File: config.mk
export PLATFORM = sky130hd
export DESIGN_NAME = dual_bank_intc
export DESIGN_NICKNAME = d
export VERILOG_FILES = /design/src/rtl/intc_pkg.sv /design/src/rtl/intc_bank.sv /design/src/rtl/intc_regif.sv /design/src/rtl/dual_bank_intc.sv
export SDC_FILE = /design/constraint.sdc
export NUM_CORES = 1
export LEC_CHECK = 0
export ABC_AREA = 0
export BUFFER_PORTS_ARGS = -buffer_cell sky130_fd_sc_hd__buf_4
export CAP_MARGIN = 20
export CELL_PAD_IN_SITES_DETAIL_PLACEMENT = 2
export CELL_PAD_IN_SITES_GLOBAL_PLACEMENT = 2
export CORE_MARGIN = 5
export CORE_UTILIZATION = 34
export CTS_BUF_LIST = sky130_fd_sc_hd__clkbuf_4 sky130_fd_sc_hd__clkbuf_8 sky130_fd_sc_hd__clkbuf_16
export DETAILED_ROUTE_END_ITERATION = 6
export GPL_TIMING_DRIVEN = 0
export PLACE_DENSITY_LB_ADDON = 0.1
export SLEW_MARGIN = 20
export SYNTH_ARGS = -nofsm -noshare
export SYNTH_HDL_FRONTEND = slang
export SYNTH_SLANG_ARGS = --single-unit
File: constraint.sdc
create_clock -name clk -period 3.5 [get_ports clk]
set_input_delay 0.35 -clock clk [delete_from_list [all_inputs] [get_ports clk]]
set_output_delay 0.35 -clock clk [all_outputs]
set_load 0.05 [all_outputs]
File: src/rtl/intc_pkg.sv
package intc_pkg;
  parameter int BANK_W = 32;
  typedef logic [BANK_W-1:0] word_t;

  localparam logic [3:0] OFS_EVENTS = 4'h0;
  localparam logic [3:0] OFS_MASK   = 4'h4;
  localparam logic [3:0] OFS_ACK    = 4'h8;
  localparam logic [3:0] OFS_LEVELS = 4'hC;

  function automatic word_t byte_rev(input word_t w);
    byte_rev = {w[7:0], w[15:8], w[23:16], w[31:24]};
  endfunction

  function automatic logic bank_pending(input word_t ev, input word_t lv,
                                        input word_t lt, input word_t mk);
    bank_pending = |((ev | (lv & lt)) & mk);
  endfunction

  // The set from the input is applied after the clear, so a set wins.
  function automatic word_t event_next(input word_t ev, input word_t ack,
                                       input word_t lt, input word_t hi);
    event_next = (ev & ~(ack & ~lt)) | (hi & ~lt);
  endfunction
endpackage

File: src/rtl/intc_bank.sv
module intc_bank
  import intc_pkg::*;
#(
  parameter word_t LT = '0
) (
  input  logic  clk,
  input  logic  rst_n,
  input  word_t irq_bits,
  input  logic  mask_we,
  input  logic  ack_we,
  input  word_t wdata,
  output word_t ev_q,
  output word_t mk_q,
  output word_t lv_q,
  output logic  pend_next,
  output logic  pend_now
);
  word_t ev_d, mk_d, ack_val;

  always_comb begin
    ack_val = ack_we ? wdata : '0;
    ev_d    = event_next(ev_q, ack_val, LT, irq_bits);
    mk_d    = mask_we ? wdata : mk_q;
  end

  always_ff @(posedge clk) begin
    if (!rst_n) begin
      ev_q <= '0;
      mk_q <= '0;
      lv_q <= '0;
    end else begin
      ev_q <= ev_d;
      mk_q <= mk_d;
      lv_q <= irq_bits;
    end
  end

  assign pend_next = bank_pending(ev_d, irq_bits, LT, mk_d);
  assign pend_now  = bank_pending(ev_q, lv_q, LT, mk_q);

  AST_LT_NEVER_LATCHED: assert property (@(posedge clk) disable iff (!rst_n)
    (ev_q & LT) == '0);
  AST_EVENT_STICKY: assert property (@(posedge clk) disable iff (!rst_n)
    !ack_we |=> (($past(ev_q) & ~ev_q) == '0));
  AST_LEVEL_FOLLOWS: assert property (@(posedge clk) disable iff (!rst_n)
    1'b1 |=> lv_q == $past(irq_bits));
  AST_SET_WINS: assert property (@(posedge clk) disable iff (!rst_n)
    (irq_bits != '0) |=> ((ev_q & $past(irq_bits & ~LT)) == $past(irq_bits & ~LT)));
endmodule

File: src/rtl/intc_regif.sv
module intc_regif
  import intc_pkg::*;
#(
  parameter int NUM_BANKS  = 2,
  parameter int ADDR_W     = 12,
  parameter bit BIG_ENDIAN = 1'b0
) (
  input  logic                        clk,
  input  logic                        rst_n,
  input  logic [ADDR_W-1:0]           bus_addr,
  input  logic                        bus_wr,
  input  logic                        bus_rd,
  input  word_t                       bus_wdata,
  output word_t                       bus_rdata,
  input  logic [NUM_BANKS*BANK_W-1:0] ev_all,
  input  logic [NUM_BANKS*BANK_W-1:0] mk_all,
  input  logic [NUM_BANKS*BANK_W-1:0] lv_all,
  output logic [NUM_BANKS-1:0]        mask_we,
  output logic [NUM_BANKS-1:0]        ack_we,
  output word_t                       wdata_n
);
  localparam int SEL_W = ADDR_W - 4;

  logic [ADDR_W-1:0]    rel;
  logic [SEL_W-1:0]     sel;
  logic [3:0]           ofs;
  logic [NUM_BANKS-1:0] hit;
  logic                 sel_ok;
  word_t                rd_native;

  assign rel     = bus_addr - ADDR_W'(16);
  assign sel     = rel[ADDR_W-1:4];
  assign ofs     = bus_addr[3:0];
  assign sel_ok  = |hit;
  assign wdata_n = BIG_ENDIAN ? byte_rev(bus_wdata) : bus_wdata;

  for (genvar b = 0; b < NUM_BANKS; b++) begin : g_dec
    assign hit[b]     = (sel == SEL_W'(b));
    assign mask_we[b] = bus_wr && hit[b] && (ofs == OFS_MASK);
    assign ack_we[b]  = bus_wr && hit[b] && (ofs == OFS_ACK);
  end

  always_comb begin
    rd_native = '0;
    for (int b = 0; b < NUM_BANKS; b++) begin
      if (hit[b]) begin
        case (ofs)
          OFS_EVENTS: rd_native = ev_all[b*BANK_W +: BANK_W];
          OFS_MASK:   rd_native = mk_all[b*BANK_W +: BANK_W];
          OFS_LEVELS: rd_native = lv_all[b*BANK_W +: BANK_W];
          default:    rd_native = '0;
        endcase
      end
    end
  end

  assign bus_rdata = !bus_rd ? '0 : (BIG_ENDIAN ? byte_rev(rd_native) : rd_native);

  AST_BAD_SEL_READS_ZERO: assert property (@(posedge clk) disable iff (!rst_n)
    (bus_rd && !sel_ok) |-> bus_rdata == '0);
  AST_ONE_WRITE_TARGET: assert property (@(posedge clk) disable iff (!rst_n)
    $onehot0({mask_we, ack_we}));
  AST_ACK_READS_ZERO: assert property (@(posedge clk) disable iff (!rst_n)
    (bus_rd && ofs == OFS_ACK) |-> bus_rdata == '0);
endmodule

File: src/rtl/dual_bank_intc.sv
module dual_bank_intc
  import intc_pkg::*;
#(
  parameter int NUM_BANKS  = 2,
  parameter int ADDR_W     = 12,
  parameter bit BIG_ENDIAN = 1'b0,
  parameter logic [NUM_BANKS*BANK_W-1:0] LT_PATTERN = {32'h1FF0_0000, 32'h0000_0000}
) (
  input  logic                        clk,
  input  logic                        rst_n,
  input  logic [NUM_BANKS*BANK_W-1:0] irq_in,
  input  logic [ADDR_W-1:0]           bus_addr,
  input  logic                        bus_wr,
  input  logic                        bus_rd,
  input  logic [BANK_W-1:0]           bus_wdata,
  output logic [BANK_W-1:0]           bus_rdata,
  output logic                        cpu_irq
);
  logic [NUM_BANKS*BANK_W-1:0] ev_all, mk_all, lv_all;
  logic [NUM_BANKS-1:0]        mask_we, ack_we, pend_next, pend_now;
  word_t                       wdata_n;

  intc_regif #(.NUM_BANKS(NUM_BANKS), .ADDR_W(ADDR_W), .BIG_ENDIAN(BIG_ENDIAN)) u_regif (
    .clk(clk), .rst_n(rst_n), .bus_addr(bus_addr), .bus_wr(bus_wr), .bus_rd(bus_rd),
    .bus_wdata(bus_wdata), .bus_rdata(bus_rdata), .ev_all(ev_all), .mk_all(mk_all),
    .lv_all(lv_all), .mask_we(mask_we), .ack_we(ack_we), .wdata_n(wdata_n)
  );

  // Bank b is fed by the input slice of bank number (NUM_BANKS-1-b).
  for (genvar b = 0; b < NUM_BANKS; b++) begin : g_bank
    intc_bank #(.LT(LT_PATTERN[b*BANK_W +: BANK_W])) u_bank (
      .clk(clk), .rst_n(rst_n),
      .irq_bits(irq_in[(NUM_BANKS-1-b)*BANK_W +: BANK_W]),
      .mask_we(mask_we[b]), .ack_we(ack_we[b]), .wdata(wdata_n),
      .ev_q(ev_all[b*BANK_W +: BANK_W]), .mk_q(mk_all[b*BANK_W +: BANK_W]),
      .lv_q(lv_all[b*BANK_W +: BANK_W]),
      .pend_next(pend_next[b]), .pend_now(pend_now[b])
    );
  end

  always_ff @(posedge clk) begin
    if (!rst_n) cpu_irq <= 1'b0;
    else        cpu_irq <= |pend_next;
  end

  AST_IRQ_MATCHES_STATE: assert property (@(posedge clk) disable iff (!rst_n)
    cpu_irq == |pend_now);
  AST_IRQ_LOW_IN_RESET: assert property (@(posedge clk)
    $past(!rst_n) |-> !cpu_irq);
endmodule

* Yosys cells after proc, flatten, opt, wreduce, memory -nomap -nowiden *
Cells that the tools add are included.

word-level totals
  bits in registers = 193
  word-level logic and storage cells = 39
  output and inout port bits = 33
  input port bits = 112

operators by class
  add/sub/neg operators = 1
  mux-type cells = 9
  eq/ne operators = 4
  bitwise logic cells = 9
  reduce and logical (&&, ||, !) cells = 9

operators by type and width
  kind                                                                   count
  32-bit 2-to-1 mux                                                      7
  32-bit case mux with 3 select lines                                    2
  32-bit AND                                                             4
  32-bit NOT                                                             2
  32-bit OR                                                              2
  64-bit OR reduction                                                    1
  32-bit by 29-bit OR with 32-bit output                                 1
  12-bit by 5-bit subtractor with 12-bit output, second input constant   1
  4-bit equality test, second input constant                             2
  8-bit by 1-bit equality test with 1-bit output, second input constant  1
  8-bit logical NOT                                                      1
  1-bit logical AND                                                      6
  4-bit by 3-bit equality test with 1-bit output, second input constant  1
  4-bit logical NOT                                                      1

* Logic depth before layout (Yosys ltp) *
Gate-level depths: netlist of run 1.

  depth after elaboration = 11
  mapped depth = 9
  mapped depth without buffers = 7

* Modules after synthesis *
A second synthesis of run 1 with hierarchy kept.

unflattened totals
  cells, all modules = 903
  area, all modules = 8732.1 um2

modules (own cells, without submodules)
  module                         instances  seq. area each (um2)  area each (um2)  cells an instance
  intc_bank at g_bank[0].u_bank  1          1921.8                3517.1           347
  intc_bank at g_bank[1].u_bank  1          1741.7                3280.6           320
  intc_regif                     1          0.0                   1906.8           234
  dual_bank_intc                 1          20.0                  27.5             2

* Worst setup path after synthesis of run 1 *
OpenSTA, ideal clock, no wires.

  kind = input-to-output
  start = input port bus_addr[1]
  end = output port bus_rdata[30]
  arrival time = 2786 ps
  path slack = 364 ps
  data required time = 3150 ps
  stages on the path = 7
  path through = nor4_1 > clkbuf_1 > buf_1 > a22oi_1 > a21oi_1 > nor2_1 > nor2_1

between the ends
  longest elaborated chain between the ends = 5
  elaborated cells between the ends (all ways) = 11

RTL lines
  element                                                                          RTL line                            text
  start, declared                                                                  dual_bank_intc.sv:12                input logic [ADDR_W-1:0] bus_addr,
  12-bit by 5-bit subtractor with 12-bit output, or another cell as far along      intc_regif.sv:31                    assign rel = bus_addr - ADDR_W'(16);
  8-bit logical NOT / 32-bit case mux with 3 select lines (equally long branches)  intc_regif.sv:38, intc_regif.sv:47
  32-bit 2-to-1 mux                                                                intc_regif.sv:46                    if (hit[b]) begin
  32-bit 2-to-1 mux *                                                              intc_regif.sv:46
  32-bit 2-to-1 mux *                                                              intc_regif.sv:57                    assign bus_rdata = !bus_rd ? '0 : (BIG_ENDIAN ? byte_rev(rd_native) : rd_native);
  end, declared                                                                    dual_bank_intc.sv:16                output logic [BANK_W-1:0] bus_rdata,

Mark *: on every way between the ends. The rest lies on a longest branch, timed or not.

* Final worst setup path of run 1 *
  start = input port bus_addr[4]
  end = register cpu_irq

between the ends
  longest elaborated chain between the ends = 11
  elaborated cells between the ends (all ways) = 23

RTL lines
  element                                          RTL line                            text
  12-bit by 5-bit subtractor with 12-bit output *  intc_regif.sv:31
  8-bit by 1-bit equality test with 1-bit output   intc_regif.sv:38                    assign hit[b] = (sel == SEL_W'(b));
  1-bit logical AND                                intc_regif.sv:39, intc_regif.sv:40
  1-bit logical AND                                intc_regif.sv:40                    assign ack_we[b] = bus_wr && hit[b] && (ofs == OFS_ACK);
  32-bit 2-to-1 mux                                intc_bank.sv:21                     ack_val = ack_we ? wdata : '0;
  32-bit NOT                                       intc_pkg.sv:22                      event_next = (ev & ~(ack & ~lt)) | (hi & ~lt);
  32-bit AND                                       intc_pkg.sv:22
  32-bit OR                                        intc_pkg.sv:22
  32-bit by 29-bit OR with 32-bit output           intc_pkg.sv:16                      bank_pending = |((ev | (lv & lt)) & mk);
  32-bit AND                                       intc_pkg.sv:16
  64-bit OR reduction *                            dual_bank_intc.sv:43                else cpu_irq <= |pend_next;
  end signal, assigned                             dual_bank_intc.sv:43
  end, declared                                    dual_bank_intc.sv:17                output logic cpu_irq

Marked as above.
A chain may end at the register's enable or synchronous reset.

==> summary.md, run 1 <==
| Metric | Value |
|---|---|
| Util after Layout | 0.4389 |
| Die area | approximately 27000 um2 |
| Core Region | 23540 um2 |
| Skew final | around 7.5 ps |
| Unrepaired setup endpoints after global routing | false |
| WP data required | 3810 ps |
| Fin cells | 1398 |
| Inserted Clock Buffers | 17 |
| Setup crit end kind | flop |
| Width of the die | between 150 and 200 um |
| Crit. Startpoint | bus_addr[4] |
| Vias in the first global route | 8262 |
| Overflow after GRT | 0 |
| Clock Tree Root | clkbuf_16 |
| Critical Path, Cell by Cell | buf_4 > nor4b_2 > nand4_2 > clkbuf_2 > o22ai_1 > o22ai_1 > nor4_2 > nand3_1 > o41a_1 |
| R2r endpoint | cpu_irq$_SDFF_PN0_ |
| Top delay family on crit path | simple AND/OR/NAND/NOR gates |
| Commonest non-fill, non-tap cell in the layout | dfxtp_1 |
| Most frequent cells in the layout | 184 x dfxtp_1, 150 x buf_4, 111 x nor2b_1 |
| Register bit total from synthesis | 184 |
| Via count | 7643 |
| Kind of critical path | input pin to flop |
| Sequential share of the synthesized area | 0.4520 |
| Worst EP arrival | 3660 ps |
| Htree depth | 4 |
| Critical path depth | 9 |
| Clk slew on worst S/H paths | approximately 80 ps |
| Gr usage total | 0.2653 |
| Static Leak | 4.259 nW |
| CTS tree | done |
| PD cells | 451.5 nW/um2 |
| Largest net degree at the start of global routing | 17 |
| Reg2Reg Depth | 5 |
| Synth Cell Area | 8149 um2 |
| Max-cap violations | 0 |
| Worst Hold Class | input pin to flop |
| Worst path max stage delay | 630 ps |
| Initial antenna violation count | 1 |
| DRC | 0 |
| Placed insts | 1361 |
| Die Y | around 160 um |
| Final WL | 36280 um |
| Startpoint types | input pin |
| Nets@finish | 1178 |
| Crit path to | cpu_irq$_SDFF_PN0_ |
| Top-Level Pins | 145 |
| Post-route minimum period | approximately 3300 ps |
| Syn Area/Cell | roughly 9 um2 |
| CP Max Fanout | 10 |
| Layout area overhead | 26.79% |
| Syn Inst Count | 898 |
| Hold WS | about 120 ps |
| Total design power | 4.665 mW |
| Hold buffers post-CTS | 0 |
| Syn. warnings | 0 |
| Period utilization | 0.9565 |
| First-pass detailed-route iteration total | 5 |
| CP max stage cell | nor4b_2 |
| Peak supply drop | 0.2173 mV |
| Max-slew violations | 0 |
| Most used cell, CP | o22ai_1 |
| Worst r2r src | g_bank[0].u_bank.ev_q[7]$_SDFF_PN0_ |
| Fillers | 2683 |
| Number of hold violations in the final report | 0 |
| Remaining antenna violation count | 0 |
| ANT cells | 0 |
| Reg2Reg Setup Slack | between 1000 and 1500 ps |
| Cells on Worst Hold Path | 2 |
| Net count after synthesis | 1010 |
| Initial Utilization | 0.3461 |
| Hpwl dp | ~26000 um |
| FP Rows | 56 |
| Setup violators final | 0 |
| Unique masters post-synth | 41 |
| Vias per inst | 5.467 |
| Clock insertion delay at the later pin of the skew report | between 400 and 500 ps |
| Peak Freq | ~300 MHz |
| First-pass GRT wire length | 52260 um |
| Per-cell routed wire length | 25.95 um |
| Placer congestion estimate | roughly 0.84 |
| Fraction of layout cells with a size suffix above 1 | 0.2039 |
| Worst rel slew slack | 0.3316 |
| Clk sink count | approximately 180 |
| Bufs on Longest Clock Path | 2 |
| WP buf/inv | 2 |
| Outcome | completed |
| Port buffer count | between 100 and 150 |
| Worst-margin pin slew | 1003 ps |
| DR iter-0 viols | approximately 400 |
## stage by stage
stage | TNS, ps | setup WS [ps] | area (um2)
5_1_grt | 0 | 54.50 | 10330
3_3_place_gp | -27130 | -1311 | 9622
3_5_place_dp | -9308 | -890.6 | 9633
6_report | 0 | 152.4 | 10330
2_1_floorplan | 0 | 364.1 | 8149
4_1_cts | 0 | 21.79 | 10290
## Yosys cell counts
master | count | area (um2)
dfxtp_1 | 184 | 3684
nor2b_1 | 111 | 694.4
and2_1 | 67 | 419.2
a21oi_1 | 65 | 325.3
mux2i_1 | 63 | 630.6
nand2_1 | 61 | 229.0
o22ai_1 | 61 | 381.6
nor2_1 | 56 | 210.2
a22oi_1 | 55 | 412.9
clkbuf_1 | 46 | 172.7
nand2b_1 | 41 | 256.5
o22a_1 | 13 | 113.9
a22o_1 | 9 | 78.83
inv_1 | 8 | 30.03
buf_1 | 5 | 18.77
nor4_1 | 5 | 31.28
a21boi_0 | 4 | 30.03
and2b_1 | 4 | 30.03
buf_6 | 4 | 45.04
o21a_1 | 4 | 30.03
buf_2 | 3 | 15.01
o21bai_1 | 3 | 22.52
o221ai_1 | 3 | 26.28
and4_1 | 2 | 17.52
nand3_1 | 2 | 10.01
nand4_4 | 2 | 42.54
nor4b_2 | 2 | 30.03
o2111ai_1 | 2 | 17.52
a21o_1 | 1 | 7.510
buf_4 | 1 | 7.510
mux2_2 | 1 | 11.26
nand4_1 | 1 | 6.260
nand4_2 | 1 | 12.51
nor3_1 | 1 | 5.000
nor3b_1 | 1 | 7.510
nor4_2 | 1 | 12.51
nor4_4 | 1 | 21.27
nor4b_4 | 1 | 23.77
o21ba_2 | 1 | 10.01
o41a_1 | 1 | 11.26
or4_1 | 1 | 7.510
## flip-flops by register name (all words and copies together), names as in the netlist
name,cells
g_bank.u_bank.ev_q,55
cpu_irq,1
g_bank.u_bank.mk_q,64
g_bank.u_bank.lv_q,64
## worst min path at each step
stage | end | start | slack, ps
floorplan | g_bank[0].u_bank.lv_q[0]$_SDFF_PN0_ | irq_in[32] | 470
global placement | g_bank[1].u_bank.ev_q[8]$_SDFF_PN0_ | g_bank[1].u_bank.ev_q[8]$_SDFF_PN0_ | 520
detailed placement | g_bank[0].u_bank.mk_q[3]$_SDFF_PN0_ | g_bank[0].u_bank.mk_q[3]$_SDFF_PN0_ | 530
CTS | g_bank[0].u_bank.lv_q[23]$_SDFF_PN0_ | irq_in[55] | 100
global route | g_bank[1].u_bank.lv_q[24]$_SDFF_PN0_ | irq_in[24] | 110
finish | g_bank[1].u_bank.lv_q[25]$_SDFF_PN0_ | irq_in[25] | 120
## cells by family after synthesis
kind of cell           synth area share
buffers and inverters           0.03547
multiplexers                    0.07876
AND/OR/NAND/NOR                  0.2536
flip-flops                       0.4520
AO/OA/AOI/OAI                    0.1801
## routing by layer
layer	up-vias	track usage	wire length, um
met3	44	0.04941	1763
met5	-	0	12
met1	3919	0.3495	16230
met2	201	0.4476	17590
met4	2	0.06919	682
li1	3477	-	-
## cell type report
type / instances / area (um2) / share of cell area
repair buffers: 150 / 1124 / 0.1087
clock buffers: 21 / 474.2 / 0.04589
inverters: 8 / 30.03 / 0.002906
multi-input cells: 647 / 4203 / 0.4068
plain buffers: 58 / 282.8 / 0.02737
flip-flops and latches: 184 / 3684 / 0.3565
clock inverters: 11 / 136.4 / 0.01320
well taps: 319 / 399.1 / 0.03863
## repair_timing
| action | in CTS | in global routing |
|---|---|---|
| resized for setup | 14 | 10 |
| setup endpoints to repair | 29 | 27 |
| pin swaps | 1 | 1 |
| setup buffers | 3 | 3 |
## report_power, final
part           internal (mW)  switching [mW]  leakage [nW]
sequential              2.18          0.0376          1.52
combinational          0.186           0.229          2.44
clock                   1.13           0.902         0.300
total                   3.50            1.17          4.26
No activity file was read; power rests on OpenSTA's default activity.
==> inputs of run 2 (changes only) <==
Settings changed: MAX_ROUTING_LAYER set to met4.
==> run 2 against run 1 <==
Effect of this change: cell area about the same; non-clock buffer count unchanged; combinational power about the same; flip-flop and latch count unchanged; power about the same; sequential share of layout area about the same; final cell count about the same; count of clock-buffer cells in the layout unchanged; register-to-register slack about the same; die area unchanged; hold slack worse by 1.1 ps; largest cell class unchanged; largest power group unchanged.
==> summary.md, run 2 (synthesis gave the netlist of run 1 again) <==
| Metric | Value |
|---|---|
| Met3 Usage GRT | 0.04517 (-0.004243) |
| First-pass detailed-route iteration total | 5 (unchanged) |
| CP Max Fanout | 15 (+5) |
| CTS tree | done |
| Top-Level Pins | 145 (unchanged) |
| DR iter-0 viols | 467 (+17%) |
| Nets@finish | 1178 (unchanged) |
| Worst EP arrival | 3040 ps (-620 ps) |
| Initial antenna violation count | 1 (unchanged) |
| Reg2Reg Setup Slack | 1390 ps (about the same) |
| Fraction of layout cells with a size suffix above 1 | 0.2030 (-0.0009268) |
| Via count | 7580 (-0.82%) |
| Hpwl dp | 26190 um (unchanged) |
| Clock insertion delay at the later pin of the skew report | 440 ps (about the same) |
| Final WL | 36140 um (-0.40%) |
| Met2 Resource Use GR | 0.4484 (+0.0007454) |
| Port buffer count | 143 (unchanged) |
| Met1 GRT Util | 0.3498 (about the same) |
| Worst-margin pin slew | 1038 ps (+35.00 ps) |
| WP data required | 3150 ps (-660 ps) |
| Clock Tree Root | clkbuf_16 |
| Most frequent cells in the layout | 184 x dfxtp_1, 150 x buf_4, 111 x nor2b_1 |
| Gr usage total | 0.2729 (+0.007629) |
| Overflow after GRT | 0 (unchanged) |
| Outcome | completed |
| Worst rel slew slack | 0.3082 (-0.02333) |
| Unrepaired setup endpoints after global routing | false |
| Clk slew on worst S/H paths | 70 ps (about the same) |
| DRC | 0 (unchanged) |
| Post-route minimum period | 3389 ps (+41.00 ps) |
| Worst Hold Class | input pin to flop |
| Kind of critical path | input pin to primary output |
| Width of the die | 164.8 um (unchanged) |
| Clk sink count | 184 (unchanged) |
| Htree depth | 4 (unchanged) |
| Cell Area, Placed | 9633 um2 (unchanged) |
| Regs by FF count | g_bank.u_bank.lv_q (64), g_bank.u_bank.mk_q (64), g_bank.u_bank.ev_q (55) |
| Die area | 27160 um2 (unchanged) |
| Period utilization | 0.9682 (+0.01172) |
| Peak supply drop | 0.2157 mV (-0.70%) |
| Remaining antenna violation count | 0 (unchanged) |
| Placer congestion estimate | 0.8530 (+1.5%) |
| Die Y | 164.8 um (unchanged) |
| Commonest non-fill, non-tap cell in the layout | dfxtp_1 |
| Per-cell routed wire length | 25.83 um (-0.47%) |
| Setup violators final | 0 (unchanged) |
| Core Region | 23540 um2 (unchanged) |
| First-pass GRT wire length | 52210 um (-0.11%) |
| PD cells | 451.6 nW/um2 (about the same) |
| Total design power | 4.667 mW (about the same) |
| Bufs on Longest Clock Path | 2 (unchanged) |
| Vias per inst | 5.418 (-0.90%) |
| Peak Freq | 295.1 MHz (-1.2%) |
| Number of hold violations in the final report | 0 (unchanged) |
| Hold buffers post-CTS | 0 (unchanged) |
| Inserted Clock Buffers | 17 (unchanged) |
| Vias in the first global route | 8271 (+0.11%) |
| FP Rows | 56 (unchanged) |
| Largest net degree at the start of global routing | 17 (unchanged) |
| Max-slew violations | 0 (unchanged) |
| Setup crit end kind | primary output |
| Skew final | 8.543 ps (+1.085 ps) |
| Cells on Worst Hold Path | 2 (unchanged) |
| Max-cap violations | 0 (unchanged) |
| Busiest grt layer | met2 |
| Post-route cell area | 10330 um2 (about the same) |
| Initial Utilization | 0.3461 (unchanged) |
| Reg2Reg Depth | 5 (unchanged) |
| Startpoint types | input pin |
| Util after Layout | 0.4389 (about the same) |
| Static Leak | 4.256 nW (about the same) |
| Layout area overhead | 26.81% (about the same) |
## run 2: cell count changes in the layout (fill, tap and decap cells not counted)
| cell | before | now |
|---|---|---|
| clkbuf_2 | 14 | 13 |
| diode_2 | 0 | 1 |
| buf_1 | 0 | 1 |
## run 2: critical path, cell delays in order
cell     delay, ps
buf_4          140
nor4_2         570
buf_2          540
buf_1          580
a22oi_1        140
a21oi_1        230
nor2_1          90
nor2_1         160
buf_4          230
## run 2: cell type report
class / instances / area (um2)
Timing Repair Buffer: 150 / 1124
Clock buffer: 21 / 474.2
Multi-Input combinational cell: 647 / 4203
Clock inverter: 11 / 136.4
Tap cell: 319 / 399.1
Sequential cell: 184 / 3684
Inverter: 8 / 30.03
Antenna cell: 1 / 2.502
Fill cell: 2685 / 13210
Buffer: 58 / 281.5
## run 2: worst paths after layout
check / start / endpoint
max: bus_addr[1] / bus_rdata[11]
min: irq_in[25] / g_bank[1].u_bank.lv_q[25]$_SDFF_PN0_
max reg2reg: g_bank[1].u_bank.ev_q[14]$_SDFF_PN0_ / cpu_irq$_SDFF_PN0_
min reg2reg: g_bank[0].u_bank.mk_q[3]$_SDFF_PN0_ / g_bank[0].u_bank.mk_q[3]$_SDFF_PN0_
## run 2: layer usage
metal	share of wire	routed length [um]
met5	0	0
met1	0.45	16370
met3	0.042	1534
met4	0.021	751
met2	0.48	17480
## run 2: stage by stage
stage                     hold slack (ps)  TNS [ps]  instances  setup WS [ps]
final                               117.4         0       1399          111.4
after global placement              517.2    -27130       1360          -1311
after detailed placement            528.0     -9308       1361         -890.6
after global routing                109.1         0       1399          5.116
after floorplan                     471.7         0        898          364.1
after CTS                           103.4         0       1395          21.79
## run 2: timing repair
action / 4_1_cts / 5_1_grt
setup buffers: 3 / 3
resized for setup: 14 / 9
pin swaps: 1 / 1
setup endpoints to repair: 29 / 27
## run 2: power by group
group,switching [mW],total [mW],leakage [nW],internal [mW]
Sequential,0.0373,2.21,1.52,2.18
Clock,0.906,2.04,0.300,1.13
Combinational,0.228,0.413,2.44,0.186
Total,1.17,4.67,4.26,3.50
==> inputs of run 3 (changes only) <==
Settings changed: BUFFER_PORTS_ARGS -buffer_cell sky130_fd_sc_hd__buf_4 to unset, CORE_UTILIZATION 34 to 38, DONT_BUFFER_PORTS set to 1.
==> run 3 against run 2 <==
Effect of this change: wire length is 0.96% lower; non-clock buffer count fell by 144; register-to-register slack lost 110 ps; cell area is 11% lower; largest cell class unchanged; highest routed layer unchanged.
==> summary.md, run 3 (synthesis gave the netlist of run 1 again) <==
| Metric | Value |
|---|---|
| Outcome | completed |
| CP Max Fanout | 10 (-5) |
| Top delay family on crit path | simple AND/OR/NAND/NOR gates |
| Placer congestion estimate | 0.9054 (+6.1%) |
| Fillers | 2330 (-13%) |
| Post-route minimum period | 3331 ps (-57.71 ps) |
| Gr usage total | 0.2999 (+0.02697) |
| Most frequent cells in the layout | 184 x dfxtp_1, 111 x nor2b_1, 67 x and2_1 |
| Period utilization | 0.9517 (-0.01649) |
| Overflow after GRT | 0 (unchanged) |
| Number of hold violations in the final report | 0 (unchanged) |
| Peak Freq | 300.2 MHz (+1.7%) |
| Reg2Reg Depth | 5 (unchanged) |
| Per-cell routed wire length | 29.61 um (+15%) |
| Clk slew on worst S/H paths | 70 ps (about the same) |
| Total design power | 4.460 mW (-4.4%) |
| Top-Level Pins | 145 (unchanged) |
| Width of the die | 156.4 um (-5.1%) |
| Static Leak | 3.513 nW (-17%) |
| Kind of critical path | input pin to flop |
| Startpoint types | input pin |
| WP data required | 3810 ps (+660 ps) |
| Setup TNS | 0 ps (unchanged) |
| WP buf/inv | 1 (-3) |
| Die Y | 156.4 um (-5.1%) |
| Layout area overhead | 13.17% |
| Fraction of layout cells with a size suffix above 1 | 0.1103 (-0.09269) |
| ANT cells | 0 (-1) |
| Util after Layout | 0.4373 (-0.001591) |
| Cells on Worst Hold Path | 1 (-1) |
| DRC | 0 (unchanged) |
| Clk sink count | 184 (unchanged) |
| PD cells | 483.6 nW/um2 (+7.1%) |
| Htree depth | 4 (unchanged) |
| Commonest non-fill, non-tap cell in the layout | dfxtp_1 |
| Initial antenna violation count | 0 (-1) |
| Worst Hold Launch | irq_in[12] |
| Largest net degree at the start of global routing | 17 (unchanged) |
| Setup violators final | 0 (unchanged) |
| DR iter-0 viols | 466 (-0.21%) |
| CP max stage cell | nor4b_2 |
| Worst EP arrival | 3640 ps (+600 ps) |
| Most used cell, CP | o22ai_1 |
| Worst hold endpoint | g_bank[1].u_bank.lv_q[12]$_SDFF_PN0_ |
| Post-route cell area | 9223 um2 (-11%) |
| CTS tree | done |
| Placed insts | 1174 (-14%) |
| Setup crit end kind | flop |
| Worst Hold Class | input pin to flop |
| Worst-margin pin slew | 1055 ps (+17.19 ps) |
| Port buffer count | 0 (-100%) |
| Initial Utilization | 0.3864 (+0.04029) |
| R2r endpoint | cpu_irq$_SDFF_PN0_ |
| Critical Path, Cell by Cell | nor4b_2 > nand4_2 > clkbuf_2 > o22ai_1 > o22ai_1 > nor4_1 > nand2_1 > o41a_1 |
| First-pass GRT wire length | 52090 um (-0.22%) |
| Hpwl dp | 25830 um (-1.4%) |
| Vias in the first global route | 8081 (-2.3%) |
| Fin cells | 1209 (-14%) |
| Peak supply drop | 0.3071 mV (+42%) |
| Worst path max stage delay | 600 ps (+20 ps) |
| Clock insertion delay at the later pin of the skew report | 440 ps (about the same) |
| Reg2Reg Setup Slack | 1280 ps (-110 ps) |
| Clock Tree Root | clkbuf_16 |
| Hold buffers post-CTS | 0 (unchanged) |
| Regs by FF count | g_bank.u_bank.lv_q (64), g_bank.u_bank.mk_q (64), g_bank.u_bank.ev_q (55) |
| Nets@finish | 1034 (-12%) |
| FP Rows | 53 (-5.4%) |
| Vias per inst | 5.885 (+8.6%) |
| Die area | 24470 um2 (-9.9%) |
| Remaining antenna violation count | 0 (unchanged) |
| Inserted Clock Buffers | 17 (unchanged) |
| Worst r2r src | g_bank[0].u_bank.ev_q[7]$_SDFF_PN0_ |
| Core Region | 21090 um2 (-10%) |
| First-pass detailed-route iteration total | 5 (unchanged) |
| Bufs on Longest Clock Path | 2 (unchanged) |
| Via count | 7115 (-6.1%) |
| Skew final | 9.436 ps (+0.8932 ps) |
| Worst rel slew slack | 0.2968 (-0.01146) |
| Max-slew violations | 0 (unchanged) |
| Max-cap violations | 0 (unchanged) |
| Final WL | 35790 um (-0.96%) |
| Cell Area, Placed | 8504 um2 (-12%) |
| Unrepaired setup endpoints after global routing | false |
run 3: worst max-delay path by stage:
stage | depth (start not counted) | startpoint | slack, ps | endpoint
after floorplan | 7 | bus_addr[1] | 360 | bus_rdata[30]
after global placement | 7 | bus_addr[1] | -1480 | bus_rdata[31]
after detailed placement | 8 | bus_addr[1] | -750 | cpu_irq$_SDFF_PN0_
after CTS | 8 | bus_addr[1] | 10 | bus_rdata[30]
after global routing | 8 | bus_addr[1] | 60 | bus_rdata[6]
final | 8 | bus_addr[4] | 170 | cpu_irq$_SDFF_PN0_
run 3: where the power goes:
part	total (mW)	leakage (nW)	switching (mW)	internal, mW
Combinational	0.271	1.71	0.165	0.106
Sequential	2.22	1.52	0.0386	2.18
Clock	1.97	0.286	0.877	1.10
run 3: final cells by class:
class / instances / area [um2] / share of cell area
plain buffers: 58 / 272.8 / 0.02958
flip-flops and latches: 184 / 3684 / 0.3994
multi-input cells: 647 / 4268 / 0.4628
clock inverters: 11 / 121.4 / 0.01316
clock buffers: 20 / 460.4 / 0.04993
inverters: 8 / 30.03 / 0.003256
repair buffers: 6 / 42.54 / 0.004613
well taps: 275 / 344.1 / 0.03731
run 3: layer usage:
| metal | global-route usage | up-vias | part of all wire |
|---|---|---|---|
| met5 | - | - | 0 |
| met4 | 0.09008 | 0 | 0.021 |
| met3 | 0.05780 | 48 | 0.056 |
| met2 | 0.5135 | 208 | 0.50 |
| met1 | 0.3576 | 3680 | 0.43 |
| li1 | - | 3179 | - |
run 3: timing repair:
item	in CTS	in global routing
endpoints found under the setup margin	33	33
pin swaps	1	1
setup buffers	3	2
gates resized for setup	45	4
run 3: worst reg2reg max path, stage by stage (launching register included):
cell	delay, ps
dfxtp_1	320
o22ai_1	420
o22ai_1	160
nor4_1	510
nand3_1	210
o41a_1	460
run 3: through the flow:
step,worst slack [ps],hold slack (ps)
after global routing,64.08,12.40
after global placement,-1478,472.3
after floorplan,364.1,471.7
after CTS,10.00,12.94
after detailed placement,-751.6,475.9
final,169.1,27.56
